[config.mk]
export PLATFORM = sky130hd
export DESIGN_NAME = bus_store_cell
export DESIGN_NICKNAME = d
export VERILOG_FILES = /design/src/rtl/bsc_pkg.sv /design/src/rtl/bsc_lane_store.sv /design/src/rtl/bsc_bypass_mux.sv /design/src/rtl/bsc_out_gate.sv /design/src/rtl/bus_store_cell.sv
export SDC_FILE = /design/constraint.sdc
export NUM_CORES = 1
export LEC_CHECK = 0
export ABC_AREA = 1
export ABC_CLOCK_PERIOD_IN_PS = 800
export CAP_MARGIN = 30
export CORE_MARGIN = 2
export CORE_UTILIZATION = 50
export CTS_BUF_LIST = sky130_fd_sc_hd__clkbuf_16
export DETAILED_ROUTE_END_ITERATION = 10
export DONT_BUFFER_PORTS = 1
export GPL_ROUTABILITY_DRIVEN = 0
export PLACE_DENSITY_LB_ADDON = 0.3
export SYNTH_ARGS = -nofsm -noshare
export SYNTH_HDL_FRONTEND = slang
export SYNTH_SLANG_ARGS = --single-unit
[constraint.sdc]
create_clock -name clk -period 0.8 [get_ports clk]
set_input_delay 0 -clock clk [delete_from_list [all_inputs] [get_ports clk]]
set_output_delay 0 -clock clk [all_outputs]
set_load 0.05 [all_outputs]
[src/rtl/bsc_pkg.sv]
package bsc_pkg;

  // Operating mode of one storage lane for the current cycle.
  typedef enum logic [1:0] {
    MODE_PASS  = 2'd0,  // transparent: output follows input, edge also loads
    MODE_HOLD  = 2'd1,  // closed latch / disabled register
    MODE_CLOCK = 2'd2   // register loads on the rising edge
  } store_mode_e;

  // Decide the mode from the shared latch enable and the lane clock enable.
  // Latch enable wins over the clock enable.
  function automatic store_mode_e mode_of(input logic le, input logic ce_n);
    if (le)         return MODE_PASS;
    else if (!ce_n) return MODE_CLOCK;
    else            return MODE_HOLD;
  endfunction

  // A lane register loads on the edge in every mode except hold.
  function automatic logic mode_loads(input store_mode_e m);
    return (m != MODE_HOLD);
  endfunction

  // The output shows the live input only in pass mode.
  function automatic logic mode_passes(input store_mode_e m);
    return (m == MODE_PASS);
  endfunction

endpackage

[src/rtl/bsc_lane_store.sv]
module bsc_lane_store
  import bsc_pkg::*;
#(
  parameter int WIDTH = 9
) (
  input  logic             clk,
  input  logic             rst,
  input  logic             le,
  input  logic             ce_n,
  input  logic [WIDTH-1:0] d,
  output logic [WIDTH-1:0] q,
  output logic             load_evt,
  output logic             pass_evt
);

  store_mode_e mode;

  always_comb begin
    mode     = mode_of(le, ce_n);
    load_evt = mode_loads(mode);
    pass_evt = mode_passes(mode);
  end

  always_ff @(posedge clk) begin
    if (rst)           q <= '0;
    else if (load_evt) q <= d;
  end


  capture_chk: assert property (@(posedge clk) disable iff (rst)
    load_evt |=> (q == $past(d)));


  hold_chk: assert property (@(posedge clk) disable iff (rst)
    (!le && ce_n) |=> $stable(q));

endmodule

[src/rtl/bsc_bypass_mux.sv]
module bsc_bypass_mux #(
  parameter int WIDTH = 9
) (
  input  logic             pass,
  input  logic [WIDTH-1:0] live,
  input  logic [WIDTH-1:0] held,
  output logic [WIDTH-1:0] sel_out
);

  always_comb sel_out = pass ? live : held;

endmodule

[src/rtl/bsc_out_gate.sv]
module bsc_out_gate #(
  parameter int WIDTH = 18
) (
  input  logic             oe_n,
  input  logic [WIDTH-1:0] val,
  output logic [WIDTH-1:0] bus,
  output logic             drv
);

  always_comb begin
    drv = ~oe_n;
    bus = drv ? val : '0;
  end

endmodule

[src/rtl/bus_store_cell.sv]
module bus_store_cell
  import bsc_pkg::*;
#(
  parameter int LANES     = 2,
  parameter int DATA_BITS = 8
) (
  input  logic                                clk,
  input  logic                                rst,
  input  logic                                latch_en,
  input  logic [LANES-1:0]                    clk_en_n,
  input  logic                                out_en_n,
  input  logic [LANES*(DATA_BITS+1)-1:0]      din,
  output logic [LANES*(DATA_BITS+1)-1:0]      dout,
  output logic                                drive_en
);

  localparam int LANE_W = DATA_BITS + 1;
  localparam int BUS_W  = LANES * LANE_W;

  logic [BUS_W-1:0] held_bus;
  logic [BUS_W-1:0] view_bus;
  logic [LANES-1:0] load_evt;
  logic [LANES-1:0] pass_evt;

  for (genvar k = 0; k < LANES; k++) begin : g_lane
    bsc_lane_store #(.WIDTH(LANE_W)) u_store (
      .clk      (clk),
      .rst      (rst),
      .le       (latch_en),
      .ce_n     (clk_en_n[k]),
      .d        (din[k*LANE_W +: LANE_W]),
      .q        (held_bus[k*LANE_W +: LANE_W]),
      .load_evt (load_evt[k]),
      .pass_evt (pass_evt[k])
    );

    bsc_bypass_mux #(.WIDTH(LANE_W)) u_mux (
      .pass    (pass_evt[k]),
      .live    (din[k*LANE_W +: LANE_W]),
      .held    (held_bus[k*LANE_W +: LANE_W]),
      .sel_out (view_bus[k*LANE_W +: LANE_W])
    );
  end

  bsc_out_gate #(.WIDTH(BUS_W)) u_gate (
    .oe_n (out_en_n),
    .val  (view_bus),
    .bus  (dout),
    .drv  (drive_en)
  );


  undriven_chk: assert property (@(posedge clk) disable iff (rst)
    out_en_n |-> (!drive_en && dout == '0));


  transparent_chk: assert property (@(posedge clk) disable iff (rst)
    (drive_en && latch_en) |-> (dout == din));


  latch_close_chk: assert property (@(posedge clk) disable iff (rst)
    ($fell(latch_en) && drive_en && !$past(rst)) |-> (dout == $past(din)));


  drive_flag_chk: assert property (@(posedge clk) disable iff (rst)
    drive_en != out_en_n);

endmodule

==> results of run 1 <==
## synthesized netlist by cell type, drive strengths merged
cell / instances
buf: 8
clkinv: 1
dfxtp: 18
inv: 6
nand2: 34
nand3: 2
nor2: 74
o21ai: 18
## per-stage QoR
step	setup slack, ns	instance area, sq um	instances
detailed placement	-0.02051	1479	205
global placement	0.01594	1479	205
floorplan	-0.08751	1080	161
## cells by family after synthesis
group,count (synthesis)
AOI/OAI and AO/OA,18
and+or+nand+nor,110
buffers and inverters,15
DFF,18
==> impl_metrics.py, run 1 <==
metrics = {
    "clock_network": {
        "clock-root-buffer": "clkbuf_16",
        "cts_setup_buffers": 13,
        "cts.sinks": 18,
        "cts_resized": 62,
        "hold_buffers": 20,
        "cts.path.max_buffers": 2,
        "numCtsBuffers": 3,
        "htree_levels": 1,
    },
    "floorplan": {
        "start_util": 0.5158,
        "die_h_microns": 48.30,
        "rows": 16,
        "chipWidth_microns": 48.30,
        "boundaryPins": 43,
    },
    "place": {
        "port_buffers": 0,
        "hpwl_microns": 1989,
    },
    "logic_synthesis": {
        "synthAdderAreaFrac": 0,
        "yosysUniqueCellTypes": 12,
        "yosysTopAreaCellShare": 0.3673,
        "ys_seq_area_frac": 0.3673,
        "syn_nets": 185,
        "yosys_register_bits": 18,
        "synth_compound_area_frac": 0.09184,
        "netlist_top_cells_area": "dfxtp_1 (37%), nor2_1 (28%), nand2_1 (13%)",
        "syn_area_per_cell_sq_um": 6.093,
        "netlist.top_cell.by_area": "dfxtp_1",
        "synthesis.area_sq_um": 980.9,
        "muxShareOfSynthArea": 0,
        "syn_inst": 161,
        "yosys_warnings": 0,
        "synth-xor-area-share": 0,
        "synthSimpleGateAreaFrac": 0.4566,
        "synth_top_family_by_area": "simple AND/OR/NAND/NOR gates",
    },
    "run_status": {
        "status": "stopped before the end",
        "error": "[ERROR DPL-0038] Utilization greater than 100%, impossible to legalize",
        "stop_stage": "4_1_cts",
    },
}
==> run 2, diff against run 1 <==
--- a/config.mk
+++ b/config.mk
@@ -6,15 +6,14 @@
 export NUM_CORES = 1
 export LEC_CHECK = 0
 export ABC_AREA = 1
-export ABC_CLOCK_PERIOD_IN_PS = 800
+export ABC_CLOCK_PERIOD_IN_PS = 1040
 export CAP_MARGIN = 30
-export CORE_MARGIN = 2
-export CORE_UTILIZATION = 50
-export CTS_BUF_LIST = sky130_fd_sc_hd__clkbuf_16
+export CORE_AREA = 2 2 63 65
 export DETAILED_ROUTE_END_ITERATION = 10
+export DIE_AREA = 0 0 65 67
 export DONT_BUFFER_PORTS = 1
 export GPL_ROUTABILITY_DRIVEN = 0
-export PLACE_DENSITY_LB_ADDON = 0.3
+export PLACE_DENSITY_LB_ADDON = 0.15
 export SYNTH_ARGS = -nofsm -noshare
 export SYNTH_HDL_FRONTEND = slang
 export SYNTH_SLANG_ARGS = --single-unit
==> constraint.sdc (replaced) <==
create_clock -name clk -period 1.04 [get_ports clk]
set_input_delay 0 -clock clk [delete_from_list [all_inputs] [get_ports clk]]
set_output_delay 0 -clock clk [all_outputs]
set_load 0.05 [all_outputs]
==> run 2 against run 1 <==
  * The flow now finishes, with violations (negative hold slack)
  * Synthesized cell count is the same
  * Synthesized area is the same
==> impl_metrics.py, run 2 <==
metrics = {
    "layout": {
        "reg_top3": "g_lane.u_store.q (18)",
        "syn_to_final_growth_pct": 60.08,
        "largest_reg_flops": 18,
        "final_common_cell": "nor2_1",
        "diodes": 0,
        "nets": 227,
        "regMostFlops": "g_lane.u_store.q",
        "drive_above_1_share": 0.2139,
        "final_cell_mix": "nor2_1 (62), nand2_1 (34), dlygate4sd3_1 (22), o21ai_0 (16), dfxtp_1 (16)",
    },
    "drt": {
        "drt_wl_total_microns": 2901,
        "ant_nets": 0,
        "drt_iter0_markers": 76,
        "drtPass1Iterations": 4,
        "wl_per_cell_microns": 11.65,
        "route.detailed.drc": 0,
        "num_vias": 1158,
        "routed_via_density": 4.651,
    },
    "sta": {
        "finalSetupTns_ns": 0,
        "period_share": 0.9187,
        "grt_setup_unrepaired": "no",
        "maxSlewHeadroom": 0.7404,
        "max_freq_ghz": 1.047,
        "skew_ns": 0,
        "holdWs_ns": -0.03253,
        "drv_slew": 0,
        "final-hold-violation-count": 13,
        "final.min_clock_period_ns": 0.9555,
        "finalSetupViolCount": 0,
        "worstMarginPinSlew_ns": 0.3881,
    },
    "worst_setup_path": {
        "slowest_delay_ns": 0.33,
        "crit_family": "flip-flops",
        "worst_setup_path_start_kind": "flop",
        "reg2reg_to": "g_lane[1].u_store.q[2]",
        "cp_data_arrival_time_ns": 0.96,
        "rr_startpoint": "g_lane[1].u_store.q[2]",
        "critPathLaunch": "g_lane[1].u_store.q[0]",
        "cp_cell_sequence": "o21ai_1, nor2_1, buf_6",
        "crit_required_ns": 1.04,
        "worstSetupPathType": "flop to output port",
        "reg2reg_slack_ns": 0.29,
        "worst_path_max_delay_cell": "dfxtp_2",
        "path_max_fanout": 2,
        "worst-path-buf-inv": 1,
        "r2r.worst_path.cells": 4,
        "critPathCaptureType": "output port",
    },
    "logic_synthesis": {
        "synth_ff_type": "dfxtp_1",
        "yosys_warnings": 0,
        "netlist.top_cell.by_area": "dfxtp_1",
        "netlist_top_cells_area": "dfxtp_1 (37%), nor2_1 (28%), nand2_1 (13%)",
        "yosys-top-cells-count": "nor2_1 (72), nand2_1 (34), dfxtp_1 (18), o21ai_0 (18)",
        "ys_seq_area_frac": 0.3673,
        "yosys_register_bits": 18,
        "syn_inst": 161,
        "synthesis.area_sq_um": 980.9,
        "synth_edf_count": 0,
        "yosysTopAreaCellShare": 0.3673,
        "async_reset_ff_frac": 0,
        "yosysUniqueCellTypes": 12,
        "yosysMostFrequentCell": "nor2_1",
        "syn_nets": 185,
        "syn_area_per_cell_sq_um": 6.093,
    },
    "place": {
        "hpwl_microns": 1848,
        "port_buffers": 0,
    },
    "floorplan": {
        "boundaryPins": 43,
        "core_area_sq_um": 3606,
        "rows": 22,
        "die_h_microns": 67,
        "chipWidth_microns": 65,
        "fp.dieArea_sq_um": 4355,
        "start_util": 0.2720,
    },
    "global_route": {
        "track_usage": 0.1376,
        "grt_pass1_vias": 1062,
        "grt_pass1_wl_microns": 4664,
        "grt-ovfl-total": 0,
        "antenna_found_initial": 0,
        "grt_start_max_net_pins": 22,
    },
    "power": {
        "vdd_drop_max_mv": 0.9010,
        "p_leak_nw": 0.7268,
        "power.total_w": 0.001894,
        "powerDensity_nw_per_um2": 1206,
    },
    "hold_path": {
        "hold_path_end": "g_lane[1].u_store.q[7]",
        "whs_path_depth": 4,
        "min-delay-start": "latch_en",
        "hp-class": "primary input to flop",
    },
    "clock_network": {
        "numCtsBuffers": 3,
        "clock-root-buffer": "clkbuf_8",
        "cts_setup_buffers": 0,
        "clk_pin_slew_ns": 0.07,
        "cts.path.max_buffers": 2,
        "clock_latency_ns": 0.25,
        "cts.sinks": 18,
        "htree_levels": 1,
        "hold_buffers": 22,
        "cts_tree": "done",
    },
    "flow_run": {
        "max_cap_violations": 0,
    },
    "run_status": {
        "status": "finished, violations left",
        "violations": "negative hold slack",
    },
}
==> run 2: cell counts after synthesis <==
Identical to the previous run, type by type.
==> run 2: layout make-up <==
class,instances,area [sq um]
sequential,18,362.8
clock buffer,3,41.29
fill,383,2036
multi-input combinational,128,566.8
timing repair buffer,45,513.0
tap,48,60.06
inverter,7,26.28
==> run 2: routing by layer <==
layer	vias to the layer above	GRT usage	wire length, microns
li1	577	-	-
met1	535	0.1527	1241
met2	44	0.2539	1390
met3	2	0.04899	261
met4	0	0.02394	8
met5	-	0	0
==> run 2: through the flow <==
step | cells | utilization | hold slack, ns | setup slack, ns | instance area (sq um)
finish | 249 | 0.4355 | -0.03253 | 0.08452 | 1570
global route | 249 | 0.4355 | -0.02851 | 0.01436 | 1570
CTS | 249 | 0.4310 | -0.03172 | 0.04066 | 1554
detailed placement | 224 | 0.3584 | 0.1434 | 0.3023 | 1292
global placement | 224 | 0.3584 | 0.1369 | 0.3339 | 1292
floorplan | 161 | - | 0.1349 | 0.007237 | 1003
==> run 2: repair_timing <==
action	CTS	global route
setup endpoints to repair	0	2
endpoints found under the hold margin	18	4
gates resized for setup	0	8
==> run 2: cells by family (layout without fill, tap and decap cells) <==
| group | count (synthesis) | count (layout) | synth area share |
|---|---|---|---|
| DFF | 18 | 18 | 0.3674 |
| AOI/OAI and AO/OA | 18 | 18 | 0.09184 |
| and+or+nand+nor | 110 | 110 | 0.4566 |
| buffers and inverters | 15 | 55 | 0.08417 |
==> run 2: power by group <==
group	internal [W]	total [W]	switching, W	leakage [nW]
Combinational	0.000272	0.000657	0.000385	0.555
Clock	0.000257	0.000483	0.000226	0.0216
Sequential	0.000741	0.000754	0.0000136	0.151
==> run 2: how the worst max path moves through the flow <==
stage | depth (start not counted) | end | slack (ns)
2_1_floorplan | 2 | dout[10] | 0.007
3_3_place_gp | 5 | dout[7] | 0.33
3_5_place_dp | 5 | dout[7] | 0.30
4_1_cts | 3 | dout[10] | 0.04
5_1_grt | 3 | dout[9] | 0.01
6_report | 3 | dout[9] | 0.08
==> run 2: worst reg2reg max path, stage by stage (launching register included) <==
cell and delay [ns]:
dfxtp_1 0.30, nor2_1 0.15, nand2_1 0.07, nand2_1 0.07, nor2_1 0.04
Note: power is estimated with default switching activity, not from simulation.
==> run 3, diff against run 2 <==
--- a/config.mk
+++ b/config.mk
@@ -6,7 +6,7 @@
 export NUM_CORES = 1
 export LEC_CHECK = 0
 export ABC_AREA = 1
-export ABC_CLOCK_PERIOD_IN_PS = 1040
+export ABC_CLOCK_PERIOD_IN_PS = 900
 export CAP_MARGIN = 30
 export CORE_AREA = 2 2 63 65
 export DETAILED_ROUTE_END_ITERATION = 10
==> constraint.sdc (replaced) <==
create_clock -name clk -period 0.9 [get_ports clk]
set_input_delay 0 -clock clk [delete_from_list [all_inputs] [get_ports clk]]
set_output_delay 0 -clock clk [all_outputs]
set_load 0.05 [all_outputs]
==> run 3 against run 2 <==
  * The run ends with negative hold slack, negative setup slack left
  * Non-clock buffer count is 7 higher
  * Setup slack worse by 0.10 ns
  * Die area stayed put
  * Combinational power is 49% higher
  * Design area is 27% higher
  * Wire length is 9.0% higher
  * Via count is 0.86% higher
  * Critical path depth stayed put
  * Clock power is 35% higher
  * Critical path type unchanged
  * Highest routed layer unchanged
==> impl_metrics.py, run 3 (synthesis gave the netlist of run 2 again) <==
metrics = {
    "run_status": {
        "status": "finished, violations left",
        "violations": "negative hold slack, negative setup slack",
    },
    "power": {
        "power.total_w": 0.002541,
        "vdd_drop_max_mv": 0.7043,
        "p_leak_nw": 0.8358,
        "powerDensity_nw_per_um2": 1272,
    },
    "worst_setup_path": {
        "critPathCaptureType": "output port",
        "path_max_fanout": 2,
        "crit_required_ns": 0.90,
        "worst_setup_path_start_kind": "flop",
        "worstSetupPathType": "flop to output port",
        "cp_data_arrival_time_ns": 0.92,
    },
    "floorplan": {
        "die_h_microns": 67,
        "rows": 22,
        "boundaryPins": 43,
        "chipWidth_microns": 65,
        "core_area_sq_um": 3606,
        "start_util": 0.2720,
        "fp.dieArea_sq_um": 4355,
    },
    "place": {
        "port_buffers": 0,
        "place_ws_ns": 0.1018,
        "hpwl_microns": 1956,
    },
    "flow_run": {
        "max_cap_violations": 0,
    },
    "drt": {
        "drtPass1Iterations": 4,
        "ant_nets": 0,
        "drt_iter0_markers": 62,
        "num_vias": 1168,
        "drt_wl_total_microns": 3162,
        "route.detailed.drc": 0,
        "routed_via_density": 4.545,
        "wl_per_cell_microns": 12.30,
    },
    "hold_path": {
        "hp-class": "primary input to flop",
    },
    "layout": {
        "drive_above_1_share": 0.4402,
        "diodes": 0,
        "syn_to_final_growth_pct": 103.6,
        "largest_reg_flops": 18,
        "nets": 234,
        "final_common_cell": "nor2_1",
        "nFillCells": 342,
        "regMostFlops": "g_lane.u_store.q",
        "multi_input_area_sq_um": 793.3,
        "final_cell_mix": "nor2_1 (38), nand2_1 (33), nor2_4 (32), dlygate4sd3_1 (22)",
        "seqCellArea_sq_um": 382.9,
        "reg_top3": "g_lane.u_store.q (18)",
    },
    "clock_network": {
        "numCtsBuffers": 3,
        "cts.sinks": 18,
        "clock_latency_ns": 0.25,
        "cts.path.max_buffers": 2,
        "clock-root-buffer": "clkbuf_8",
        "clk_pin_slew_ns": 0.07,
        "cts_tree": "done",
        "htree_levels": 1,
    },
    "global_route": {
        "grt_pass1_vias": 1188,
        "grt_pass1_wl_microns": 5326,
        "track_usage": 0.1606,
        "grt-ovfl-total": 0,
        "grt_start_max_net_pins": 22,
        "antenna_found_initial": 0,
    },
    "sta": {
        "grt_setup_unrepaired": "yes",
        "final.min_clock_period_ns": 0.9188,
        "drv_slew": 0,
        "layout_setup_ws_ns": -0.01882,
        "max_freq_ghz": 1.088,
        "worstMarginPinSlew_ns": 0.4103,
        "maxSlewHeadroom": 0.7265,
        "finalSetupViolCount": 4,
        "final-hold-violation-count": 8,
        "skew_ns": 0,
        "period_share": 1.021,
        "holdWs_ns": -0.03030,
    },
}
run 3: changes by cell type in the layout (fill, tap and decap cells not counted), sizes merged:
cell	previous run	this run
buf	23	29
clkbuf	3	4
dlymetal6s4s	0	1
run 3: repair_timing:
| item | 4_1_cts | 5_1_grt |
|---|---|---|
| gates resized for setup | 53 | 12 |
| hold buffers | 22 | 3 |
| endpoints found under the hold margin | 18 | 17 |
| pin swaps | 31 | 6 |
| setup buffers | 6 | 0 |
| cloned | 0 | 0 |
| setup endpoints to repair | 18 | 29 |
run 3: cell type report:
type | count | share of cell area
Timing Repair Buffer | 52 | 0.3402
Sequential cell | 18 | 0.1917
Inverter | 7 | 0.01316
Clock buffer | 4 | 0.02757
Tap cell | 48 | 0.03008
Multi-Input combinational cell | 128 | 0.3972
run 3: power breakdown:
part,switching [W],internal [W]
Sequential,0.0000445,0.000868
Clock,0.000262,0.000388
Combinational,0.000513,0.000465
Total,0.000820,0.00172
run 3: per-layer routing:
metal / up-vias / track usage / part of all wire
li1: 589 / - / -
met1: 547 / 0.1806 / 0.40
met2: 30 / 0.3015 / 0.54
met3: 2 / 0.02872 / 0.055
met4: 0 / 0.05585 / 0.0047
met5: - / 0 / 0
run 3: stage by stage:
step	hold slack (ns)	cells	area [sq um]	setup TNS [ns]	utilization
finish	-0.03030	257	1997	-0.05470	0.5538
detailed placement	0.1449	225	1475	0	0.4091
global route	-0.02506	257	1997	-0.7996	0.5538
floorplan	0.1349	161	1066	-0.03825	-
global placement	0.1367	225	1475	0	0.4091
CTS	-0.04090	257	1944	-0.1028	0.5392
run 3: final timing paths:
kind | from | to | slack (ns) | depth (start not counted)
hold reg to reg | g_lane[1].u_store.q[0] | g_lane[1].u_store.q[0] | 0.55 | 4
hold / removal | latch_en | g_lane[1].u_store.q[7] | -0.03 | 4
setup / recovery | g_lane[0].u_store.q[6] | dout[6] | -0.02 | 3
setup reg to reg | g_lane[0].u_store.q[6] | g_lane[0].u_store.q[6] | 0.08 | 5
run 3: worst max-delay path, stage by stage, from the launching register on:
cell	delay, ns
dfxtp_2	0.33
nor2_4	0.14
nor2_4	0.05
buf_12	0.15
